File: config.mk
export PLATFORM = sky130hd
export DESIGN_NAME = reset_cause_hub
export DESIGN_NICKNAME = d
export VERILOG_FILES = /design/src/rtl/reset_hub_pkg.sv /design/src/rtl/rh_sync.sv /design/src/rtl/rh_stretch.sv /design/src/rtl/rh_flags.sv /design/src/rtl/rh_ctrl.sv /design/src/rtl/reset_cause_hub.sv
export SDC_FILE = /design/constraint.sdc
export NUM_CORES = 1
export LEC_CHECK = 0
export BUFFER_PORTS_ARGS = -buffer_cell sky130_fd_sc_hd__buf_4
export CORE_MARGIN = 2
export CORE_UTILIZATION = 45
export DETAILED_ROUTE_END_ITERATION = 16
export PLACE_DENSITY = 0.71
export SLEW_MARGIN = 20
export SYNTH_ARGS = -nofsm -noshare
export SYNTH_HDL_FRONTEND = slang
export SYNTH_SLANG_ARGS = --single-unit
File: constraint.sdc
create_clock -name clk -period 3.8 [get_ports clk]
set_input_delay 0.57 -clock clk [delete_from_list [all_inputs] [get_ports clk]]
set_output_delay 0.57 -clock clk [all_outputs]
set_load 0.01 [all_outputs]
File: src/rtl/reset_hub_pkg.sv
`timescale 1ns/1ps
package reset_hub_pkg;
  localparam int FLAG_W = 8;

  localparam int FB_EXT   = 0;
  localparam int FB_SW    = 1;
  localparam int FB_WDT   = 2;
  localparam int FB_BRK   = 3;
  localparam int FB_POR   = 4;
  localparam int FB_BOD   = 5;
  localparam int FB_BOIRQ = 6;

  localparam logic [FLAG_W-1:0] POR_FLAGS  = FLAG_W'((1 << FB_POR) | (1 << FB_BOD));
  localparam logic [FLAG_W-1:0] VALID_MASK = FLAG_W'(8'h7F);

  localparam int SRC_EXT   = 0;
  localparam int SRC_WDT   = 1;
  localparam int SRC_BRK   = 2;
  localparam int SRC_BOD   = 3;
  localparam int SRC_BOIRQ = 4;
  localparam int NSRC      = 5;

  localparam int STATUS_ADDR = 0;
  localparam int CTRL_ADDR   = 1;
  localparam int SW_CTRL_BIT = 0;

  typedef struct packed {
    logic wdt;
    logic ext;
    logic sw;
    logic brk;
    logic bod;
    logic boirq;
  } req_t;
endpackage

File: src/rtl/rh_sync.sv
`timescale 1ns/1ps
module rh_sync #(
  parameter int W      = 5,
  parameter int STAGES = 2
) (
  input  logic         clk,
  input  logic         rst,
  input  logic [W-1:0] d,
  output logic [W-1:0] q
);
  logic [W-1:0] stg [STAGES];

  always_ff @(posedge clk) begin
    if (rst) stg[0] <= '0;
    else     stg[0] <= d;
  end

  for (genvar s = 1; s < STAGES; s++) begin : g_stage
    always_ff @(posedge clk) begin
      if (rst) stg[s] <= '0;
      else     stg[s] <= stg[s-1];
    end
  end

  assign q = stg[STAGES-1];
endmodule

File: src/rtl/rh_stretch.sv
`timescale 1ns/1ps
module rh_stretch #(
  parameter int PULSE_LEN = 16
) (
  input  logic clk,
  input  logic rst,
  input  logic trig,
  output logic active,
  output logic release_o
);
  localparam int CNT_W = (PULSE_LEN > 2) ? $clog2(PULSE_LEN) : 1;
  localparam logic [CNT_W-1:0] LOAD = CNT_W'(PULSE_LEN - 1);

  logic [CNT_W-1:0] cnt;

  always_ff @(posedge clk) begin
    if (rst || trig) begin
      active <= 1'b1;
      cnt    <= LOAD;
    end else if (active) begin
      if (cnt == '0) active <= 1'b0;
      else           cnt    <= cnt - 1'b1;
    end
  end

  assign release_o = active && (cnt == '0) && !trig && !rst;
endmodule

File: src/rtl/rh_flags.sv
`timescale 1ns/1ps
module rh_flags
  import reset_hub_pkg::*;
(
  input  logic              clk,
  input  logic              rst,
  input  req_t              req,
  input  logic              wr_clr,
  input  logic [FLAG_W-1:0] wdata,
  output logic [FLAG_W-1:0] flags_o
);
  logic [FLAG_W-1:0] set_m;
  logic [FLAG_W-1:0] clr_m;

  always_comb begin
    set_m           = '0;
    set_m[FB_EXT]   = req.ext;
    set_m[FB_SW]    = req.sw;
    set_m[FB_BRK]   = req.brk;
    set_m[FB_BOD]   = req.bod;
    set_m[FB_BOIRQ] = req.boirq;
    clr_m           = wr_clr ? ~wdata : '0;
  end

  always_ff @(posedge clk) begin
    if (rst || req.wdt) flags_o <= POR_FLAGS;
    else                flags_o <= ((flags_o & ~clr_m) | set_m) & VALID_MASK;
  end
endmodule

File: src/rtl/rh_ctrl.sv
`timescale 1ns/1ps
module rh_ctrl
  import reset_hub_pkg::*;
#(
  parameter int ADDR_W = 1
) (
  input  logic              clk,
  input  logic              rst,
  input  logic              wr,
  input  logic [ADDR_W-1:0] addr,
  input  logic              wbit,
  input  logic [FLAG_W-1:0] flags,
  input  logic              release_i,
  output logic              sw_fire,
  output logic              status_wr,
  output logic              sw_bit,
  output logic [FLAG_W-1:0] rdata
);
  localparam logic [ADDR_W-1:0] A_STAT = ADDR_W'(STATUS_ADDR);
  localparam logic [ADDR_W-1:0] A_CTRL = ADDR_W'(CTRL_ADDR);

  assign sw_fire   = wr && (addr == A_CTRL) && wbit;
  assign status_wr = wr && (addr == A_STAT);

  always_ff @(posedge clk) begin
    if (rst)            sw_bit <= 1'b0;
    else if (sw_fire)   sw_bit <= 1'b1;
    else if (release_i) sw_bit <= 1'b0;
  end

  always_ff @(posedge clk) begin
    if (addr == A_STAT)      rdata <= flags;
    else if (addr == A_CTRL) rdata <= {{(FLAG_W-1){1'b0}}, sw_bit};
    else                     rdata <= '0;
  end
endmodule

File: src/rtl/reset_cause_hub.sv
`timescale 1ns/1ps
module reset_cause_hub
  import reset_hub_pkg::*;
#(
  parameter int PULSE_LEN   = 16,
  parameter int SYNC_STAGES = 2,
  parameter int ADDR_W      = 1
) (
  input  logic              clk,
  input  logic              por_i,
  input  logic              bod_i,
  input  logic              bod_irq_i,
  input  logic              ext_rst_i,
  input  logic              ext_en_i,
  input  logic              wdt_to_i,
  input  logic              wdt_en_i,
  input  logic              brk_i,
  input  logic              brk_en_i,
  input  logic              bus_wr,
  input  logic [ADDR_W-1:0] bus_addr,
  input  logic [7:0]        bus_wdata,
  output logic [7:0]        bus_rdata,
  output logic              chip_rst_o
);
  logic [NSRC-1:0]   src_raw;
  logic [NSRC-1:0]   src_sync;
  req_t              req;
  logic              trig;
  logic              rel;
  logic              sw_fire;
  logic              status_wr;
  logic              sw_bit;
  logic [FLAG_W-1:0] flags_q;

  always_comb begin
    src_raw            = '0;
    src_raw[SRC_EXT]   = ext_rst_i;
    src_raw[SRC_WDT]   = wdt_to_i;
    src_raw[SRC_BRK]   = brk_i;
    src_raw[SRC_BOD]   = bod_i;
    src_raw[SRC_BOIRQ] = bod_irq_i;
  end

  rh_sync #(.W(NSRC), .STAGES(SYNC_STAGES)) u_sync (
    .clk (clk),
    .rst (por_i),
    .d   (src_raw),
    .q   (src_sync)
  );

  always_comb begin
    req.ext   = src_sync[SRC_EXT] && ext_en_i;
    req.wdt   = src_sync[SRC_WDT] && wdt_en_i;
    req.brk   = src_sync[SRC_BRK] && brk_en_i;
    req.bod   = src_sync[SRC_BOD];
    req.boirq = src_sync[SRC_BOIRQ];
    req.sw    = sw_fire;
    trig      = req.ext || req.wdt || req.brk || req.bod || req.sw;
  end

  rh_stretch #(.PULSE_LEN(PULSE_LEN)) u_stretch (
    .clk       (clk),
    .rst       (por_i),
    .trig      (trig),
    .active    (chip_rst_o),
    .release_o (rel)
  );

  rh_ctrl #(.ADDR_W(ADDR_W)) u_ctrl (
    .clk       (clk),
    .rst       (por_i),
    .wr        (bus_wr),
    .addr      (bus_addr),
    .wbit      (bus_wdata[SW_CTRL_BIT]),
    .flags     (flags_q),
    .release_i (rel),
    .sw_fire   (sw_fire),
    .status_wr (status_wr),
    .sw_bit    (sw_bit),
    .rdata     (bus_rdata)
  );

  rh_flags u_flags (
    .clk     (clk),
    .rst     (por_i),
    .req     (req),
    .wr_clr  (status_wr),
    .wdata   (bus_wdata),
    .flags_o (flags_q)
  );
endmodule

==> flow_summary.toml, run 1 <==
[synth]
synth.top_cell.area_share = 0.587
synth_cell_types = 26
synth_most_common_cell = "dfxtp_1"
syn_inst = 100
synthTopCellsByCount = "dfxtp_1, nor2b_1, nand2_1"
syn_nets = 122
syn-mean-instance-area_um2 = 10.2
synth-edff-count = 0
syn-cell-area_um2 = 1020
ys.flop_type = "dfxtp_1"
ys_async_sr_fraction = 0
ys_seq_area_frac = 0.587
synth_top_area_cell = "dfxtp_1"
ys_ff_latch = 30
synth_warnings = 0
synth_area_leaders = "dfxtp_1, nor2b_1, a21oi_1"

[power]
total_power_uw = 573
ir_drop_mv = 0.235
p_per_area_nw_per_um2 = 442
internal_power_uw = 443
leakagePower_nw = 0.568
p_sw_frac = 0.227
switching_power_uw = 130
pwr-share-clk = 0.337
combPwrFrac = 0.082
p_seq_frac = 0.580

[routing]
wirelength_um = 1640
vias = 731
postRouteAntennaNets = 0
wl_per_cell_um = 10.4
drt-initial-drc-count = 11
drt_first_pass_iters = 4
viasPerCell = 4.63
route.detailed.drc = 0

[critical_path]
critPathLaunch = "u_stretch.active"
path_buf_inv = 1
cp_data_arrival_time_ns = 0.99
cpPeakStageDelay_ns = 0.49
crit_chain = "buf_4"
crit_slowest_cell = "dfxtp_1"
critPathTopFamily = "flip-flops"
r2r_start = "u_stretch.cnt[0]"
cp_max_fo = 10
worstSetupStartpointType = "register"
crit_type = "reg -> out"
crit_required_ns = 3.23
critPathCaptureType = "output port"

[layout]
diodes = 0
drive_gt1_frac = 0.285
area_growth_pct = 26.7
nets = 151
n_fill_cell = 190

[global_route]
gr-total-overflow = 0
antenna_found_initial = 0
grt_first_pass_wirelength_um = 2630
grt_pass1_vias = 654
grt_use_total = 0.144
grt_max_degree = 13

[timing]
hold_violations = 0
fmax_mhz = 642
final.setup.tns_ns = 0
period_needed_ns = 1.56
finClkSkew_ns = 0.00573
hold_slack_ns = 0.432
slew_viol_final = 0
rsz0062_at_grt = "no"
setup_viol = 0
period_share = 0.410

[cts]
htree_levels = 2
numCtsBuffers = 5
postCtsSetupRepairBufs = 0
cts_tree = "done"
cts_resized = 0
clock_latency_ns = 0.32
path_clk_slew_ns = 0.09
ctsHoldBuffers = 0
root_buffer = "clkbuf_4"
cts_buffer_depth = 2
clock-sinks = 30

[floorplanning]
die_w_um = 51.7
core_um2 = 2190
dieArea_um2 = 2670
rows = 17
pin_count = 29
fp.dieH_um = 51.7
initial_core_util = 0.467

[run_status]
status = "complete, no violations"

[run]
drv_cap = 0

[min_path]
min_path_type = "reg -> reg"
hold_path.startpoint = "u_sync.stg[1][4]"

[place]
port_buffers = 26
hpwl_um = 1190
gp_congestion = 0.673
## cell type report
cell class	count	area [um^2]	area share
multi-input combinational	63	390	0.301
tap	28	35.0	0.0270
sequential	30	601	0.463
clock buffer	6	51.3	0.0396
timing repair buffer	26	195	0.151
inverter	3	11.3	0.00869
clock inverter	2	12.5	0.00965
## sequential cells by signal, indices dropped and copies added (netlist names)
register and cells:
u_sync.stg 10, u_ctrl.rdata 7, u_flags.flags_o 7, u_stretch.cnt 4, u_ctrl.sw_bit 1, u_stretch.active 1
## per-layer routing
layer	up-vias	track usage	wire, um
met2	21	0.216	776
met1	319	0.151	724
li1	386	-	-
met4	0	0.145	56
met3	5	0.0517	86
met5	-	0	0
## cells in the final DEF (no fill, tap or decap), drive strengths merged
cell type / count
mux2: 1
conb: 1
clkinv: 1
a21o: 1
nor2: 3
a221o: 1
buf: 26
clkinvlp: 1
o41ai: 1
clkbuf: 6
nor2b: 16
mux2i: 1
nand2: 8
nor3b: 1
or3b: 1
a21oi: 7
dfxtp: 30
nor4b: 1
o21ai: 9
and3: 2
o211ai: 1
inv: 3
nand3: 2
ha: 2
nand2b: 4
## cells by family (layout without fill, tap and decap cells)
kind of cell / after synthesis / count (layout) / share of synthesized area
AOI/OAI and AO/OA: 20 / 20 / 0.119
adders and majority gates: 2 / 2 / 0.0244
buffers and inverters: 7 / 37 / 0.0318
DFF: 30 / 30 / 0.587
muxes: 2 / 2 / 0.0208
other: 1 / 1 / 0.00366
and+or+nand+nor: 38 / 38 / 0.214
## worst paths after layout
check	endpoint	slack, ns	cells past startpoint
hold / removal	u_flags.flags_o[6]	0.43	2
setup reg to reg	u_stretch.cnt[1]	2.34	5
hold reg to reg	u_flags.flags_o[6]	0.43	2
setup / recovery	chip_rst_o	2.24	1
## power groups by stage
stage / clock, mW / sequential, mW / combinational, mW
final: 0.193 / 0.333 / 0.0472
after global routing: 0.218 / 0.334 / 0.0531
after CTS: 0.204 / 0.333 / 0.0480
after detailed placement: 0 / 0.340 / 0.0477
after global placement: 0 / 0.339 / 0.0462
after floorplan: 0 / 0.340 / 0.0232
## through the flow
stage / instances / util / setup slack (ns) / area (um^2)
6_report: 158 / 0.592 / 2.24 / 1300
4_1_cts: 158 / 0.592 / 2.22 / 1300
2_1_floorplan: 100 / - / 2.38 / 1020
5_1_grt: 158 / 0.592 / 2.17 / 1300
3_5_place_dp: 150 / 0.563 / 2.15 / 1230
3_3_place_gp: 150 / 0.563 / 2.15 / 1230
(Power assumes the default switching activity.)
==> inputs of run 2 (changes only) <==
clock period = 1.6 ns   (was 3.8 ns; I/O delays follow)
==> run 2 against run 1 <==
Net effect: via count up 5.2%; worst hold slack worse by 0.32 ns; cell area up 2.2%; critical path type is now reg -> reg; largest power group unchanged.
==> flow_summary.toml, run 2 (synthesized netlist as in run 1, its figures left out) <==
[run_status]
status = "complete, no violations"

[timing]
hold_violations = 0
final.setup.tns_ns = 0
slew_viol_final = 0
fmax_mhz = 681
finClkSkew_ns = 0.00286
hold_slack_ns = 0.116
setup_viol = 0
fin_ws_ns = 0.131
rsz0062_at_grt = "no"
period_needed_ns = 1.47
period_share = 0.918

[routing]
wl_per_cell_um = 10.9
drt_first_pass_iters = 4
wirelength_um = 1740
viasPerCell = 4.81
postRouteAntennaNets = 0
drt-initial-drc-count = 7
vias = 769
route.detailed.drc = 0

[critical_path]
critPathCaptureType = "register"
path_buf_inv = 1
crit_required_ns = 1.80
crit_cells = 5
worstSetupStartpointType = "register"
critPathTopFamily = "simple AND/OR/NAND/NOR gates"
cp_max_fo = 5
cp_data_arrival_time_ns = 1.67
crit_type = "reg -> reg"
crit_slowest_cell = "or3b_1"
worstRegToRegCells = 5
cpPeakStageDelay_ns = 0.43
crit_chain = "inv_1, ha_1, or3b_1, a21oi_1, o21ai_1"

[min_path]
worstHoldPathCells = 2
min_path_type = "in -> reg"

[cts]
postCtsSetupRepairBufs = 0
cts_tree = "done"
cts_buffer_depth = 2
clock_latency_ns = 0.32
path_clk_slew_ns = 0.09
htree_levels = 2
cts_resized = 0
numCtsBuffers = 5
root_buffer = "clkbuf_4"
ctsHoldBuffers = 0
clock-sinks = 30

[place]
hpwl_um = 1290
gp_congestion = 0.678
place_ws_ns = 0.165
port_buffers = 26

[floorplanning]
initial_core_util = 0.467
core_um2 = 2190
rows = 17
pin_count = 29
dieArea_um2 = 2670
fp.dieH_um = 51.7
die_w_um = 51.7

[layout]
drive_gt1_frac = 0.295
mostFrequentLayoutCells = "dfxtp_1, buf_4, nor2b_1"
layout_commonest_cell = "dfxtp_1"
post-route-util = 0.605
nets = 153
area_growth_pct = 29.5
diodes = 0
top_register = "u_sync.stg"
largest_reg_flops = 10
reg.largest.list = "u_sync.stg (10), u_ctrl.rdata (7), u_flags.flags_o (7)"

[power]
ir_drop_mv = 0.535
leakagePower_nw = 0.587
total_power_mw = 1.49
p_per_area_nw_per_um2 = 1120

[global_route]
grt_max_degree = 13
grt_pass1_vias = 664
gr-total-overflow = 0
antenna_found_initial = 0
grt_use_total = 0.153
grt_first_pass_wirelength_um = 2730

[run]
drv_cap = 0
-- run 2: cell count changes in the layout (fill, tap and decap cells not counted), sizes merged --
cell / change
buf: +2
bufinv: +1
clkbuf: -1
clkinv: +1
clkinvlp: -1
-- run 2: routing by layer --
layer / up-vias / wire length (um) / global-route usage
li1: 393 / - / -
met1: 347 / 680 / 0.142
met2: 25 / 884 / 0.244
met3: 4 / 123 / 0.0805
met4: 0 / 55 / 0.132
met5: - / 0 / 0
-- run 2: report_power, final --
group          leakage (nW)  total, mW  internal [mW]  switching, mW
combinational         0.296      0.115         0.0661         0.0487
clock                0.0450      0.580          0.323          0.257
sequential            0.246      0.790          0.778         0.0125
-- run 2: worst paths after layout --
path,to,startpoint,slack [ns]
setup reg to reg,u_stretch.cnt[0],u_stretch.cnt[0],0.13
setup / recovery,u_stretch.cnt[0],u_stretch.cnt[0],0.13
hold reg to reg,u_flags.flags_o[6],u_sync.stg[1][4],0.43
hold / removal,u_sync.stg[0][0],ext_rst_i,0.12
-- run 2: per-stage QoR --
step                      cells  area [um^2]
after global routing        160         1330
after floorplan             100         1020
after detailed placement    152         1250
after global placement      152         1250
final                       160         1330
after CTS                   160         1330
-- run 2: cell type report --
class                      instances  area (um^2)
clock inverter                     3         40.0
multi-input combinational         63          390
tap                               28         35.0
fill                             181          866
inverter                           3         11.3
timing repair buffer              28          210
clock buffer                       5         37.5
sequential                        30          601
==> inputs of run 3 (changes only) <==
CORE_MARGIN = 5   (was 2)
clock period = 1.8 ns   (was 1.6 ns; I/O delays follow)
==> run 3 against run 2 <==
Net effect: clock power is 28% lower; non-clock buffer count is 2 lower; flip-flop and latch count stayed put; sequential power is 11% lower; utilization is 1.3 points lower; power is 18% lower; clock skew hardly changed; cell area is 2.2% lower; largest power group unchanged.
==> flow_summary.toml, run 3 (synthesized netlist as in run 1, its figures left out) <==
[run_status]
status = "complete, no violations"

[cts]
numCtsBuffers = 5
root_buffer = "clkbuf_4"
htree_levels = 2
path_clk_slew_ns = 0.09
cts_buffer_depth = 2
cts_resized = 0
clock_latency_ns = 0.32
postCtsSetupRepairBufs = 0
clock-sinks = 30
ctsHoldBuffers = 0
cts_tree = "done"

[global_route]
top_usage_layer = "met2"
grt_max_degree = 13
use_met1 = 0.116
grt_use_total = 0.122
antenna_found_initial = 0
use_met2 = 0.202
grt_pass1_vias = 695
grt_first_pass_wirelength_um = 2940
use_met3 = 0.0668
gr-total-overflow = 0

[critical_path]
crit_required_ns = 2.05
critPathCaptureType = "register"
crit_slowest_cell = "or3b_1"
crit_chain = "inv_1, ha_1, or3b_1, and3_1, o21ai_1"
crit_type = "reg -> reg"
cpPeakStageDelay_ns = 0.42
critPathTopFamily = "simple AND/OR/NAND/NOR gates"
worstSetupStartpointType = "register"
cp_max_fo = 5
path_buf_inv = 1
cp_data_arrival_time_ns = 1.72

[power]
ir_drop_mv = 0.633
p_per_area_nw_per_um2 = 939
leakagePower_nw = 0.568
total_power_mw = 1.22

[timing]
final.setup.tns_ns = 0
finClkSkew_ns = 0.00262
slew_viol_final = 0
period_needed_ns = 1.47
rsz0062_at_grt = "no"
setup_viol = 0
fin_ws_ns = 0.325
hold_slack_ns = 0.152
fmax_mhz = 678
period_share = 0.819
hold_violations = 0

[layout]
nets = 151
mostFrequentLayoutCells = "dfxtp_1, buf_4, nor2b_1"
layout_commonest_cell = "dfxtp_1"
fin_cells = 158
drive_gt1_frac = 0.285
area_growth_pct = 26.7
diodes = 0
post-route-util = 0.592
design_area_um2 = 1300
top_register = "u_sync.stg"
reg.largest.list = "u_sync.stg (10), u_ctrl.rdata (7), u_flags.flags_o (7)"
largest_reg_flops = 10

[routing]
wl_per_cell_um = 11.2
postRouteAntennaNets = 0
wirelength_um = 1760
vias = 746
route.detailed.drc = 0
drt_first_pass_iters = 6
viasPerCell = 4.72
drt-initial-drc-count = 9

[floorplanning]
rows = 17
dieArea_um2 = 3330
die_w_um = 57.7
pin_count = 29
initial_core_util = 0.467
core_um2 = 2190
fp.dieH_um = 57.7

[run]
drv_cap = 0

[place]
postPlaceCellArea_um2 = 1230
hpwl_um = 1290
port_buffers = 26
place_ws_ns = 0.363
gp_congestion = 0.672
placedCellCount = 150

[min_path]
min_path_type = "in -> reg"
run 3: area by class of cell:
class                      instances  area (um^2)
inverter                           3         11.3
clock buffer                       6         51.3
timing repair buffer              26          195
fill                             193          895
multi-input combinational         63          390
clock inverter                     2         12.5
sequential                        30          601
tap                               28         35.0
run 3: worst paths after layout:
check              startpoint            endpoint  slack [ns]  cells after the start
max          u_stretch.cnt[0]    u_stretch.cnt[1]        0.33                      5
min                     brk_i    u_sync.stg[0][2]        0.15                      2
max reg2reg  u_stretch.cnt[0]    u_stretch.cnt[1]        0.33                      5
min reg2reg  u_sync.stg[1][4]  u_flags.flags_o[6]        0.44                      2
run 3: report_power, final:
group	total (mW)	internal, mW	switching, mW
clock network	0.415	0.188	0.227
logic	0.100	0.0569	0.0435
registers	0.702	0.691	0.0107
total	1.22	0.936	0.281
run 3: metal layers:
metal | up-vias | share of wire | routed length (um)
met5 | - | 0 | 0
met4 | 0 | 0.018 | 31
met3 | 4 | 0.10 | 181
met2 | 27 | 0.48 | 844
met1 | 325 | 0.40 | 707
li1 | 390 | - | -
